`config.mk`:
```
export PLATFORM = sky130hd
export DESIGN_NAME = dma_copy_engine
export DESIGN_NICKNAME = d
export VERILOG_FILES = /design/src/rtl/dma_copy_engine.sv
export SDC_FILE = /design/constraint.sdc
export NUM_CORES = 1
export LEC_CHECK = 0
export ABC_AREA = 1
export BUFFER_PORTS_ARGS = -buffer_cell sky130_fd_sc_hd__buf_2
export CAP_MARGIN = 20
export CORE_ASPECT_RATIO = 2
export CORE_MARGIN = 4
export CORE_UTILIZATION = 45
export DETAILED_ROUTE_END_ITERATION = 10
export GPL_TIMING_DRIVEN = 0
export PLACE_DENSITY = 0.67
export SLEW_MARGIN = 10
export SYNTH_ARGS = -nofsm -noshare
export SYNTH_HDL_FRONTEND = slang
export SYNTH_SLANG_ARGS = --single-unit
```
`constraint.sdc`:
```
create_clock -name clk -period 1.55 [get_ports clk]
set_clock_uncertainty 0.1 [all_clocks]
set_input_delay 0.2325 -clock clk [delete_from_list [all_inputs] [get_ports clk]]
set_output_delay 0.2325 -clock clk [all_outputs]
set_load 0.01 [all_outputs]
```
`src/rtl/dma_copy_engine.sv`:
```
module dma_copy_engine #(
  parameter int W  = 16,
  parameter int LW = 12
) (
  input  logic         clk,
  input  logic         rst_n,
  input  logic         t_wen,
  input  logic [1:0]   t_addr,
  input  logic [W-1:0] t_wdata,
  output logic [W-1:0] t_rdata,
  output logic         m_req,
  output logic         m_wr,
  output logic [W-1:0] m_addr,
  output logic [W-1:0] m_wdata,
  input  logic [W-1:0] m_rdata,
  input  logic         m_ready,
  output logic         irq
);
  localparam logic [1:0] A_SRC = 2'd0;
  localparam logic [1:0] A_DST = 2'd1;
  localparam logic [1:0] A_LEN = 2'd2;
  localparam logic [1:0] A_CTL = 2'd3;
  localparam logic [LW-1:0] LEN_ONE = LW'(1);

  typedef enum logic [1:0] {S_IDLE, S_RD, S_WR} st_t;

  st_t          st;
  logic [W-1:0] src_q, dst_q, buf_q;
  logic [LW-1:0] len_q;
  logic         ie_q, sfix_q, dfix_q, done_q;

  wire active = (st != S_IDLE);
  wire ctl_wr = t_wen && (t_addr == A_CTL);
  wire go     = ctl_wr && t_wdata[0] && !active;
  wire wr_ok  = (st == S_WR) && m_ready;
  wire last   = wr_ok && (len_q == LEN_ONE);

  assign m_req   = active;
  assign m_wr    = (st == S_WR);
  assign m_addr  = (st == S_WR) ? dst_q : src_q;
  assign m_wdata = buf_q;
  assign irq     = done_q && ie_q;

  always_comb begin
    case (t_addr)
      A_SRC:   t_rdata = src_q;
      A_DST:   t_rdata = dst_q;
      A_LEN:   t_rdata = W'(len_q);
      default: t_rdata = W'({active, done_q, dfix_q, sfix_q, ie_q, 1'b0});
    endcase
  end

  always_ff @(posedge clk) begin
    if (!rst_n) begin
      st    <= S_IDLE;
      buf_q <= '0;
    end else begin
      case (st)
        S_IDLE: if (go && len_q != '0) st <= S_RD;
        S_RD: if (m_ready) begin
          buf_q <= m_rdata;
          st    <= S_WR;
        end
        default: if (m_ready) st <= last ? S_IDLE : S_RD;
      endcase
    end
  end

  always_ff @(posedge clk) begin
    if (!rst_n) begin
      src_q <= '0;
      dst_q <= '0;
      len_q <= '0;
    end else if (!active) begin
      if (t_wen && t_addr == A_SRC) src_q <= t_wdata;
      if (t_wen && t_addr == A_DST) dst_q <= t_wdata;
      if (t_wen && t_addr == A_LEN) len_q <= t_wdata[LW-1:0];
    end else if (wr_ok) begin
      if (!sfix_q) src_q <= src_q + W'(1);
      if (!dfix_q) dst_q <= dst_q + W'(1);
      len_q <= len_q - LEN_ONE;
    end
  end

  always_ff @(posedge clk) begin
    if (!rst_n) begin
      ie_q   <= 1'b0;
      sfix_q <= 1'b0;
      dfix_q <= 1'b0;
      done_q <= 1'b0;
    end else begin
      if (ctl_wr) begin
        ie_q <= t_wdata[1];
        if (!active) begin
          sfix_q <= t_wdata[2];
          dfix_q <= t_wdata[3];
        end
      end
      if (last || (go && len_q == '0)) done_q <= 1'b1;
      else if (go)                     done_q <= 1'b0;
      else if (ctl_wr && t_wdata[4])   done_q <= 1'b0;
    end
  end

  AST_REQ_HOLD: assert property (@(posedge clk) disable iff (!rst_n)
    m_req && !m_ready |=> m_req && $stable(m_addr) && $stable(m_wr));
  AST_RD_THEN_WR: assert property (@(posedge clk) disable iff (!rst_n)
    m_req && !m_wr && m_ready |=> m_req && m_wr);
  AST_WDATA_FROM_RD: assert property (@(posedge clk) disable iff (!rst_n)
    m_req && !m_wr && m_ready |=> m_wdata == $past(m_rdata));
  AST_LEN_STEP: assert property (@(posedge clk) disable iff (!rst_n)
    m_req && m_wr && m_ready |=> len_q == $past(len_q) - LEN_ONE);
  AST_SRC_FROZEN: assert property (@(posedge clk) disable iff (!rst_n)
    m_req && m_wr && m_ready && sfix_q |=> src_q == $past(src_q));
  AST_DST_LOCKED: assert property (@(posedge clk) disable iff (!rst_n)
    active && t_wen && t_addr == A_DST && !wr_ok |=> dst_q == $past(dst_q));
  AST_ZERO_LEN: assert property (@(posedge clk) disable iff (!rst_n)
    go && len_q == '0 |=> !m_req && done_q);
  AST_IRQ_CLEAR: assert property (@(posedge clk) disable iff (!rst_n)
    ctl_wr && t_wdata[4] && !last && !go |=> !irq);
  AST_IDLE_QUIET: assert property (@(posedge clk) disable iff (!rst_n)
    $fell(active) |-> !m_req && done_q);
endmodule

```
**Yosys cells after proc, flatten, opt, wreduce, memory -nomap -nowiden**

Index checks and enable logic that the tools add are counted.

- Bits in registers: 66
- Latch bits: 0
- Memory bits (writable): 0
- Memory bits (read-only): 0
- Input bits: 38
- Memories: 0

- $add $sub $neg: 3
- Multiply operators: 0
- Div/mod/pow operators: 0
- Magnitude comparators: 0
- Eq/ne operators: 11
- Shifts and indexed selects: 0
- Multiplexer cells: 21
- Bitwise logic cells: 1
- Reductions and logical operators: 30

Operator list:

| operator | number |
|---|---|
| 2-to-1 mux 16 bit | 9 |
| one-hot mux 16 bit (3 select lines) | 1 |
| 2-to-1 mux 12 bit | 3 |
| adder 16 x 1 -> 16 bit (second input constant) | 2 |
| equality test 12 x 1 -> 1 bit (second input constant) | 1 |
| logical AND 1 bit | 12 |
| zero test 12 bit | 1 |
| nonzero test 12 bit | 1 |
| subtractor 12 x 1 -> 12 bit (second input constant) | 1 |
| nonzero test 2 bit | 5 |
| AND reduction 3 bit | 3 |
| != test 2 bit (second input constant) | 4 |
| equality test 2 bit (second input constant) | 3 |
| 2-to-1 mux 2 bit | 3 |
| AND reduction 2 bit | 3 |
| equality test 2 x 1 -> 1 bit (second input constant) | 2 |
| zero test 2 bit | 2 |
| 2-to-1 mux 1 bit | 4 |
| one-hot mux 2 bit (2 select lines) | 1 |
| nonzero test 3 bit | 1 |
| != test 2 x 1 -> 1 bit (second input constant) | 1 |
| zero test 1 bit | 1 |
| logical OR 1 bit | 1 |
| NOT 1 bit | 1 |

**Longest topological paths before layout**

- Depth after elaboration: 7
- Mapped depth: 9

**Worst setup path before layout**

Ideal clock, no wire load.

- Kind: register -> register
- Start: register st[1]
- End: register dst_q[4]
- Library setup time: 117 ps
- Arrival time: 1254 ps
- Data required time: 1333 ps
- Slack: 79 ps
- Stages on the path, launching flop included: 9
- Clock period less this slack: 1471 ps
- Cell sequence: dfxtp_1 -> inv_2 -> nor2_2 -> nand2_1 -> o21ai_2 -> inv_1 -> buf_6 -> nor3_1 -> nor2_1

- Word-level cells in the longest chain between the ends: 4
- Elaborated cells between the ends (all ways): 8
- Those cells by class: eq/ne (3); mux (1); reduce/logical (4)

RTL lines:

| what | RTL line | source |
|---|---|---|
| start: declaration | 27 | `st_t st;` |
| start signal: assignment | 64 | `default: if (m_ready) st <= last ? S_IDLE : S_RD;` |
| equality test 2 bit | n/a |  |
| named net m_wr | 12 | `output logic m_wr,` |
| logical AND 1 bit | 35 | `wire wr_ok = (st == S_WR) && m_ready;` |
| != test 2 x 1 -> 1 bit (no source line) | n/a |  |
| AND reduction 3 bit (no source line) | n/a |  |
| end signal: assignment | 76 | `if (t_wen && t_addr == A_DST) dst_q <= t_wdata;` |
| end signal: assignment | 80 | `if (!dfix_q) dst_q <= dst_q + W'(1);` |
| end: declaration | 28 | `logic [W-1:0] src_q, dst_q, buf_q;` |

The timed path passes the listed nets, and every way through them passes these cells.
A chain may end at the register's enable or synchronous reset.

**Worst setup path in the final report**

- Start: register st[0]
- End: output port t_rdata[5]

- Word-level cells in the longest chain between the ends: 2

RTL lines:

| what | RTL line | source |
|---|---|---|
| nonzero test 2 bit | 32 | `wire active = (st != S_IDLE);` |
| one-hot mux 16 bit (3 select lines) | 45 | `case (t_addr)` |
| end: declaration | 10 | `output logic [W-1:0] t_rdata,` |

Every way passes these cells.

==> flow_summary.yaml <==
outcome:
  status: "finished with violations"
  violations: "setup timing"
synth:
  avgSynthCellArea_sq_um: 6.13
  yosysWarnings: 0
  ys_ff_latch: 66
  netlist.area_leader.share: 0.321
  netlist_instances: 671
  synth_largest_area_cell: "dfxtp_1"
  synth.yosys.seq_area_share: 0.321
  synth_nets: 714
  netlist_area_sq_um: 4110
  synth_cell_types: 32
  synth_area_leaders: "dfxtp_1, o21ai_0, nand2_1, a21oi_1, inv_1"
clock_tree:
  clock_latency_ns: 0.34
  cts_buffer_depth: 2
  clkSinkCount: 66
  cts_hold_buf: 0
  cts-root-buf: "clkbuf_16"
  clk_pin_slew_ns: 0.05
  cts.htree.levels: 3
  cts_tree: "yes"
  numCtsBuffers: 9
worst_setup_path:
  cp_slowest_cell: "dfxtp_4"
  ff2ff_path_depth: 8
  worstReg2RegStart: "st[0]$_SDFFE_PN0P_"
  crit_buf_inv: 3
  cp.arrival_ns: 1.38
  worstReg2RegEnd: "dst_q[8]$_SDFFE_PN0P_"
  rrSetupSlack_ns: -0.10
  crit_required_ns: 1.22
  start_kind: "flop"
  crit_fanout: 4
  end_kind: "output port"
  worstSetupPathType: "flop to output port"
  crit_family: "flip-flops"
  critical_path.cell_chain: "nor2_4 -> inv_4 -> buf_8 -> nand2_4 -> o2111ai_2 -> buf_2"
  path_depth: 6
  max_stage_delay_ns: 0.37
cells_and_area:
  layout_commonest_cell: "nand2_1"
  syn_to_final_growth_pct: 46.2
  diodes: 0
  layout-drive-gt1-share: 0.390
  multi_input_area_sq_um: 2800
  n_fill_cell: 755
  stdcell_count: 917
  final_cell_mix: "nand2_1, buf_2, inv_1, o21ai_0, a21oi_1"
  ff_latch_area_sq_um: 1380
  design_area_sq_um: 6010
  nets: 853
pwr:
  netSwitchingFraction: 0.374
  intPower_mw: 3.70
  p_sw_mw: 2.21
  vdd_drop_max_uv: 733
  finalPower_mw: 5.91
  leakage_nw: 2.55
  p_seq_frac: 0.350
  power.density_nw_per_um2: 982
  clock_power_share: 0.324
  comb_power_share: 0.326
routing:
  viasPerCell: 6.00
  drt_iter0_drc: 532
  wl_mm: 18.4
  drtPass1Iterations: 5
  wl_per_cell_microns: 20.0
  ant_nets: 0
  route.detailed.drc: 0
  vias: 5501
floorplan:
  core-area_sq_um: 8950
  initial_utilization: 0.459
  die_x_microns: 75.6
  dieHeight_microns: 143
  die-area_sq_um: 10800
  io_pins: 89
  rows: 49
placement:
  port_buffers: 88
  gp_congestion: 1.00
  dp_cells: 861
  place_area_sq_um: 4680
  dp_hpwl_mm: 12.7
global_route:
  globalRouteMet3Util: 0.0733
  grt_pass1_wl_mm: 26.4
  grt-busiest-layer: "met2"
  grt_pass1_vias: 5242
  grt-ovfl-total: 0
  grt_antenna_before_repair: 0
  grt_max_degree: 12
  use_met1: 0.323
  grt_usage: 0.336
  grt_util_met2: 0.553
flow_run:
  drv_cap: 0
timing:
  finalSetupViolCount: 49
  finalWorstSetupSlack_ns: -0.163
  hold_viol: 0
  final_max_slew_viol_count: 0
  whs_ns: 0.0497
  fmax_mhz: 584
  worstMarginPinSlew_ns: 0.658
  fin_crit_ns: 1.71
  fin_setup_tns_ns: -3.77
  max_slew_margin: 0.562
  rsz0062_at_grt: "true"
  post-route-period-util: 1.11
hold_path:
  min-delay-path-class: "primary input to flop"
  hold-path-cell-count: 3
  whs_endpoint: "dfix_q$_SDFFE_PN0P_"
  hp-start: "t_wdata[3]"
==> cells in the mapped netlist <==
| cell | n |
|---|---|
| buf_2 | 7 |
| nor3_1 | 4 |
| nor2_1 | 85 |
| buf_4 | 3 |
| buf_6 | 1 |
| xnor2_1 | 1 |
| buf_1 | 1 |
| o221ai_1 | 7 |
| clkinv_1 | 1 |
| nor2_2 | 1 |
| a221oi_1 | 2 |
| clkbuf_1 | 16 |
| ha_1 | 5 |
| o21ai_2 | 3 |
| a31oi_1 | 12 |
| o22ai_1 | 6 |
| nand3b_1 | 1 |
| nand2_1 | 129 |
| xor2_1 | 3 |
| nand2_2 | 1 |
| o2111ai_1 | 1 |
| dfxtp_1 | 66 |
| nand3_1 | 41 |
| a21oi_1 | 66 |
| nor2_4 | 1 |
| inv_1 | 85 |
| o211ai_1 | 1 |
| nand4_1 | 8 |
| inv_2 | 4 |
| o21ai_0 | 106 |
| and3_1 | 1 |
| or2_2 | 2 |
==> layout make-up <==
| type | count | share of cell area |
|---|---|---|
| multi-input combinational | 488 | 0.466 |
| sequential | 66 | 0.230 |
| timing repair buffer | 129 | 0.138 |
| inverter | 90 | 0.0601 |
| clock buffer | 11 | 0.0404 |
| buffer | 26 | 0.0393 |
| tap | 102 | 0.0212 |
| clock inverter | 5 | 0.00499 |
==> worst max-delay path by stage <==
stage,slack [ns],start,end
after global placement,-0.33,st[1]$_SDFFE_PN0P_,src_q[10]$_SDFFE_PN0P_
final,-0.16,st[0]$_SDFFE_PN0P_,t_rdata[5]
after global routing,-0.19,t_addr[1],t_rdata[1]
after detailed placement,-0.34,st[1]$_SDFFE_PN0P_,src_q[10]$_SDFFE_PN0P_
after floorplan,0.08,st[1]$_SDFFE_PN0P_,dst_q[4]$_SDFFE_PN0P_
after CTS,-0.14,st[1]$_SDFFE_PN0P_,t_rdata[5]
==> tightest hold or removal path: stages <==
cell     delay (ns)
buf_2          0.09
a21oi_1        0.05
nor2_1         0.07
==> routing by layer <==
layer / part of all wire / vias up
li1: - / 2518
met1: 0.32 / 2524
met2: 0.49 / 332
met3: 0.074 / 127
met4: 0.12 / 0
met5: 0 / -
==> power by group through the flow <==
| stage | registers [mW] | logic (mW) | clock network, mW |
|---|---|---|---|
| 5_1_grt | 2.08 | 2.06 | 2.00 |
| 2_1_floorplan | 2.01 | 0.836 | 0 |
| 3_3_place_gp | 2.05 | 1.33 | 0 |
| 6_report | 2.07 | 1.93 | 1.91 |
| 4_1_cts | 2.04 | 1.62 | 1.93 |
| 3_5_place_dp | 2.05 | 1.36 | 0 |
==> kinds of logic after synthesis <==
kind of cell	share of synthesized area
AO/OA/AOI/OAI	0.266
XOR/XNOR	0.00852
adder cells (fa/ha/maj)	0.0152
buffers and inverters	0.114
flip-flops	0.321
AND/OR/NAND/NOR	0.274
==> what timing repair did <==
item / 4_1_cts / 5_1_grt
pin swaps: 9 / 22
gates resized for setup: 145 / 135
cloned: 5 / 4
setup endpoints to repair: 79 / 91
buffers inserted: 22 / 11
==> stage by stage <==
step           setup slack, ns   util
4_1_cts                 -0.143  0.617
3_5_place_dp            -0.345  0.523
6_report                -0.163  0.672
5_1_grt                 -0.187  0.672
2_1_floorplan           0.0788      -
3_3_place_gp            -0.329  0.523
==> flip-flops by register name, indices dropped and copies added (netlist names) <==
name / count
len_q: 12
src_q: 16
dst_q: 16
done_q: 1
st: 2
dfix_q: 1
m_wdata: 16
sfix_q: 1
ie_q: 1
Power figures use the tool's default switching activity.
